===== src/rtl/nvps_pkg.sv =====
package nvps_pkg;

    typedef enum logic [2:0] {
        ST_IDLE    = 3'd0,
        ST_RECALL  = 3'd1,
        ST_GRACE   = 3'd2,
        ST_STORE   = 3'd3,
        ST_INHIBIT = 3'd4
    } seq_state_e;

    function automatic int unsigned max3(input int unsigned a, input int unsigned b,
                                         input int unsigned c);
        int unsigned m;
        m = (a > b) ? a : b;
        return (m > c) ? m : c;
    endfunction

endpackage


===== src/rtl/nvps_fsm.sv =====
module nvps_fsm
    import nvps_pkg::*;
#(
    parameter int unsigned RECALL_CYC = 4000000,
    parameter int unsigned STORE_CYC  = 1600000,
    parameter int unsigned GRACE_CYC  = 5
) (
    input  logic       clk,
    input  logic       rst_n,
    input  logic       supply_ok,
    input  logic       wr_taken,
    output seq_state_e state_o,
    output logic       store_done_o,
    output logic       store_pulse_o,
    output logic       recall_pulse_o
);

    localparam int unsigned LONGEST = max3(RECALL_CYC, STORE_CYC, GRACE_CYC);
    localparam int unsigned CW      = $clog2(LONGEST + 1);

    typedef struct packed {
        seq_state_e      st;
        logic [CW-1:0]   cnt;
        logic            dirty;
        logic            sp;
        logic            rp;
    } fsm_t;

    fsm_t r_d, r_q;
    logic cnt_zero;

    assign cnt_zero = (r_q.cnt == '0);

    always_comb begin
        r_d    = r_q;
        r_d.sp = 1'b0;
        r_d.rp = 1'b0;
        if (!r_q.cnt[CW-1] || r_q.cnt != '0) begin
            r_d.cnt = cnt_zero ? '0 : r_q.cnt - 1'b1;
        end
        unique case (r_q.st)
            ST_INHIBIT: begin
                if (supply_ok) begin
                    r_d.st  = ST_RECALL;
                    r_d.cnt = CW'(RECALL_CYC - 1);
                    r_d.rp  = 1'b1;
                end
            end
            ST_RECALL: begin
                if (!supply_ok) begin
                    r_d.st = ST_INHIBIT;
                end else if (cnt_zero) begin
                    r_d.st    = ST_IDLE;
                    r_d.dirty = 1'b0;
                end
            end
            ST_IDLE: begin
                if (wr_taken) begin
                    r_d.dirty = 1'b1;
                end
                if (!supply_ok) begin
                    if (r_q.dirty) begin
                        r_d.st  = ST_GRACE;
                        r_d.cnt = CW'(GRACE_CYC - 1);
                    end else begin
                        r_d.st = ST_INHIBIT;
                    end
                end
            end
            ST_GRACE: begin
                if (wr_taken) begin
                    r_d.dirty = 1'b1;
                end
                if (cnt_zero) begin
                    r_d.st  = ST_STORE;
                    r_d.cnt = CW'(STORE_CYC - 1);
                    r_d.sp  = 1'b1;
                end
            end
            ST_STORE: begin
                if (cnt_zero) begin
                    r_d.st    = ST_INHIBIT;
                    r_d.dirty = 1'b0;
                end
            end
            default: begin
                r_d.st = ST_INHIBIT;
            end
        endcase
    end

    always_ff @(posedge clk or negedge rst_n) begin
        if (!rst_n) begin
            r_q.st    <= ST_INHIBIT;
            r_q.cnt   <= '0;
            r_q.dirty <= 1'b0;
            r_q.sp    <= 1'b0;
            r_q.rp    <= 1'b0;
        end else begin
            r_q <= r_d;
        end
    end

    assign state_o        = r_q.st;
    assign store_done_o   = (r_q.st == ST_STORE) && cnt_zero;
    assign store_pulse_o  = r_q.sp;
    assign recall_pulse_o = r_q.rp;

endmodule


===== src/rtl/nvps_gate.sv =====
module nvps_gate
    import nvps_pkg::*;
(
    input  seq_state_e state_i,
    input  logic       supply_ok,
    input  logic       host_rd,
    input  logic       host_wr,
    output logic       mem_rd_en,
    output logic       mem_wr_en
);

    logic open_win;

    always_comb begin
        open_win  = ((state_i == ST_IDLE) && supply_ok) || (state_i == ST_GRACE);
        mem_rd_en = open_win && host_rd;
        mem_wr_en = open_win && host_wr;
    end

endmodule


===== src/rtl/nvps_hsk.sv =====
module nvps_hsk #(
    parameter int unsigned HOLD_CYC = 100
) (
    input  logic clk,
    input  logic rst_n,
    input  logic in_store,
    input  logic store_done,
    input  logic drv_supply_ok,
    output logic hsk_oe,
    output logic hsk_drv
);

    localparam int unsigned HW = $clog2(HOLD_CYC + 1);

    typedef struct packed {
        logic [HW-1:0] hold;
    } hsk_t;

    hsk_t h_d, h_q;

    always_comb begin
        h_d = h_q;
        if (store_done) begin
            h_d.hold = HW'(HOLD_CYC);
        end else if (h_q.hold != '0) begin
            h_d.hold = h_q.hold - 1'b1;
        end
    end

    always_ff @(posedge clk or negedge rst_n) begin
        if (!rst_n) begin
            h_q.hold <= '0;
        end else begin
            h_q <= h_d;
        end
    end

    assign hsk_oe  = drv_supply_ok && (in_store || (h_q.hold != '0));
    assign hsk_drv = !in_store;

endmodule


===== src/rtl/nvsram_pwr_seq.sv =====
module nvsram_pwr_seq
    import nvps_pkg::*;
#(
    parameter int unsigned RECALL_CYC = 4000000,
    parameter int unsigned STORE_CYC  = 1600000,
    parameter int unsigned GRACE_CYC  = 5,
    parameter int unsigned HOLD_CYC   = 100
) (
    input  logic       clk,
    input  logic       rst_n,
    input  logic       supply_ok,
    input  logic       drv_supply_ok,
    input  logic       host_rd,
    input  logic       host_wr,
    output logic       mem_rd_en,
    output logic       mem_wr_en,
    output logic       hsk_oe,
    output logic       hsk_drv,
    output logic       store_pulse,
    output logic       recall_pulse,
    output logic [2:0] status
);

    seq_state_e state;
    logic       store_done;

    nvps_fsm #(
        .RECALL_CYC (RECALL_CYC),
        .STORE_CYC  (STORE_CYC),
        .GRACE_CYC  (GRACE_CYC)
    ) fsm_i (
        .clk            (clk),
        .rst_n          (rst_n),
        .supply_ok      (supply_ok),
        .wr_taken       (mem_wr_en),
        .state_o        (state),
        .store_done_o   (store_done),
        .store_pulse_o  (store_pulse),
        .recall_pulse_o (recall_pulse)
    );

    nvps_gate gate_i (
        .state_i   (state),
        .supply_ok (supply_ok),
        .host_rd   (host_rd),
        .host_wr   (host_wr),
        .mem_rd_en (mem_rd_en),
        .mem_wr_en (mem_wr_en)
    );

    nvps_hsk #(
        .HOLD_CYC (HOLD_CYC)
    ) hsk_i (
        .clk           (clk),
        .rst_n         (rst_n),
        .in_store      (state == ST_STORE),
        .store_done    (store_done),
        .drv_supply_ok (drv_supply_ok),
        .hsk_oe        (hsk_oe),
        .hsk_drv       (hsk_drv)
    );

    assign status = state;

endmodule


===== config.mk =====
export PLATFORM = sky130hd
export DESIGN_NAME = nvsram_pwr_seq
export DESIGN_NICKNAME = d
export VERILOG_FILES = /design/src/rtl/nvps_pkg.sv /design/src/rtl/nvps_fsm.sv /design/src/rtl/nvps_gate.sv /design/src/rtl/nvps_hsk.sv /design/src/rtl/nvsram_pwr_seq.sv
export SDC_FILE = /design/constraint.sdc
export NUM_CORES = 1
export LEC_CHECK = 0
export ABC_AREA = 0
export BUFFER_PORTS_ARGS = -buffer_cell sky130_fd_sc_hd__buf_2
export CAP_MARGIN = 5
export CORE_MARGIN = 1
export CORE_UTILIZATION = 58
export CTS_CLUSTER_DIAMETER = 30
export CTS_CLUSTER_SIZE = 8
export DETAILED_ROUTE_END_ITERATION = 10
export HOLD_SLACK_MARGIN = 0.06
export PLACE_DENSITY_LB_ADDON = 0.2
export SYNTH_ARGS = -nofsm -noshare
export SYNTH_HDL_FRONTEND = slang
export SYNTH_SLANG_ARGS = --single-unit

===== constraint.sdc =====
create_clock -name clk -period 2.6 [get_ports clk]
set_clock_uncertainty 0.1 [all_clocks]
set_input_delay 0.13 -clock clk [delete_from_list [all_inputs] [get_ports clk]]
set_output_delay 0.13 -clock clk [all_outputs]
set_load 0.05 [all_outputs]

==> results.json <==
{
  "wl_per_cell_um": 13.2,
  "synth_area_um2": 1890,
  "core-area_um2": 3080,
  "rsz0062_at_grt": "false",
  "synth_cell_types": 42,
  "final_util_pct": 68.1,
  "dieArea_um2": 3500,
  "antenna_cells": 0,
  "grt_overflow": 0,
  "antenna_found_initial": 0,
  "yosys_warnings": 0,
  "grt_max_degree": 36,
  "ant_nets": 0,
  "finalCritPeriodShare_pct": 95.3,
  "crit_start": "fsm_i.r_q[3]",
  "synth_fp_nets": 195,
  "setup_viol_count_final": 0,
  "clk_latency_ps": 340,
  "final_common_cell": "dfrtp_1",
  "drt-pass1-iter-count": 5,
  "cts_tree": "built",
  "ys_ff_latch": 35,
  "worst_pin_slew_ps": 746,
  "crit_buf_inv": 2,
  "post-route-drc-count": 0,
  "num_rows": 20,
  "syn_to_final_growth_pct": 10.8,
  "relSlewSlack_pct": 50.3,
  "hold_viol": 0,
  "fin_tns_setup_ps": 0,
  "worstPathMaxFanout": 11,
  "num_vias": 1379,
  "drive_above_1_share_pct": 24.2,
  "fin_nets": 215,
  "gp_congestion": 0.830,
  "r2r-start": "fsm_i.r_q[3]",
  "nFillCells": 256,
  "worst-endpoint-required_ps": 2760,
  "async_reset_ff_share_pct": 100,
  "synthFlopType": "dfrtp_1",
  "cts_buffers": 5,
  "outcome": "finished, final reports clean",
  "hp-class": "in2async",
  "synth-edff-count": 0,
  "cp.arrival_ps": 2630,
  "final_cell_mix": "dfrtp_1 (34), nor2_1 (24), buf_2 (14)",
  "p_leak_nw": 0.961,
  "powerDensity_nw_per_um2": 427,
  "grt_pass1_wl_um": 5540,
  "die_h_um": 59.1,
  "maxSlewViolCount": 0,
  "crit_family": "simple AND/OR/NAND/NOR gates",
  "synth-seq-area-share_pct": 46.3,
  "portBuffers": 14,
  "crit_path_top_delay_cell": "or4_1",
  "grt_pass1_vias": 1288,
  "io_pins": 15,
  "cp-end-kind": "register",
  "peakVddDrop_uv": 460,
  "htree_num_levels": 2,
  "syn_avg_cell_area_um2": 10.2,
  "initial_utilization_pct": 61.5,
  "max-clock-path-buffers": 2,
  "cts_root_buffer": "clkbuf_4",
  "routed_wirelength_um": 3310,
  "fin_ws_ps": 123,
  "cts.sink_count": 35,
  "pre_cts_ws_ps": 79.5,
  "synth_cells": 186,
  "path_cells": "inv_1 -> ha_1 -> or4b_1 -> or4_1 -> nor2_8 -> nand2_4 -> clkinv_2 -> nor2_2 -> o21ai_0",
  "cp_slowest_stage_delay_ps": 640,
  "post_cts_buffers": 0,
  "cap_violations": 0,
  "path_clk_slew_ps": 100,
  "start_kind": "register",
  "power.total_mw": 0.896,
  "crit_type": "reg2reg",
  "die_w_um": 59.1,
  "period_minus_slack_ps": 2480,
  "grt_usage_pct": 22.2,
  "drtIter0Drc": 76,
  "hpwl_um": 2450,
  "viasPerCell": 5.49,
  "fmax_ghz": 0.404
}
repair_timing:
item,in CTS,in global routing
endpoints found under the setup margin,0,3
hold buffers,3,0
gates resized for setup,0,1
hold endpoints to repair,36,0
power breakdown:
group          internal, mW  switching [mW]  leakage, nW  total, mW
combinational       0.00775          0.0191        0.484     0.0269
sequential            0.544               0        0.439      0.544
clock                 0.159           0.166       0.0386      0.325
total                 0.711           0.185        0.961      0.896
worst paths after layout:
kind | to | slack (ps) | cells after the start
setup / recovery | fsm_i.state_o[0] | 120 | 9
hold / removal | fsm_i.r_q[22] | 290 | 2
setup reg to reg | fsm_i.state_o[0] | 120 | 9
hold reg to reg | fsm_i.r_q[3] | 420 | 1
max in group asynchronous | fsm_i.r_q[10] | 1630 | 2
min in group clk | fsm_i.r_q[3] | 420 | 1
layer usage:
layer	wire length, µm	share of wire [%]	global-route usage [%]
met5	0	0	0
met4	61	1.8	10.5
met3	115	3.5	6.11
met2	1610	49	38.3
met1	1520	46	25.6
through the flow:
step | instance area, µm² | cells | hold WS, ps
floorplan | 1890 | 186 | -266
global placement | 1990 | 240 | 133
detailed placement | 1990 | 240 | 146
CTS | 2090 | 251 | 314
global route | 2100 | 251 | 353
finish | 2100 | 251 | 287
layout make-up:
type	count	area, µm²	area share [%]
flip-flops and latches	35	877	41.8
clock buffers	8	68.8	3.28
inverters	7	27.5	1.31
well taps	44	55.1	2.63
multi-input cells	137	933	44.5
repair buffers	20	135	6.44
cells in the mapped netlist, types with 3 or more instances:
cell / number / share of area, %
nor4_1: 4 / 1.3
o21ai_2: 11 / 5.1
o21ai_0: 8 / 2.1
nand2b_1: 5 / 1.7
buf_6: 3 / 1.8
a21oi_1: 5 / 1.3
or4_4: 3 / 1.8
xor2_1: 11 / 5.1
nor3_1: 5 / 1.3
nand2_1: 11 / 2.2
ha_1: 3 / 2.0
nor2_1: 24 / 4.8
xnor2_1: 11 / 5.1
buf_4: 3 / 1.2
or4_1: 4 / 1.6
dfrtp_1: 34 / 45
inv_1: 6 / 1.2
o21ai_1: 3 / 0.79
cell families after synthesis:
family / Yosys count / synth area share [%]
AO/OA/AOI/OAI: 34 / 12.6
XOR/XNOR: 22 / 10.2
adder cells (fa/ha/maj): 3 / 1.98
buffers and inverters: 14 / 4.63
flip-flops: 35 / 46.3
AND/OR/NAND/NOR: 78 / 24.3
registers in the layout, summed over array words and instances, names as in the netlist:
signal / count
hsk_i.h_q: 7
fsm_i.r_q: 23
fsm_i.recall_pulse_o: 1
fsm_i.store_pulse_o: 1
fsm_i.state_o: 3
Power figures use the tool's default switching activity.
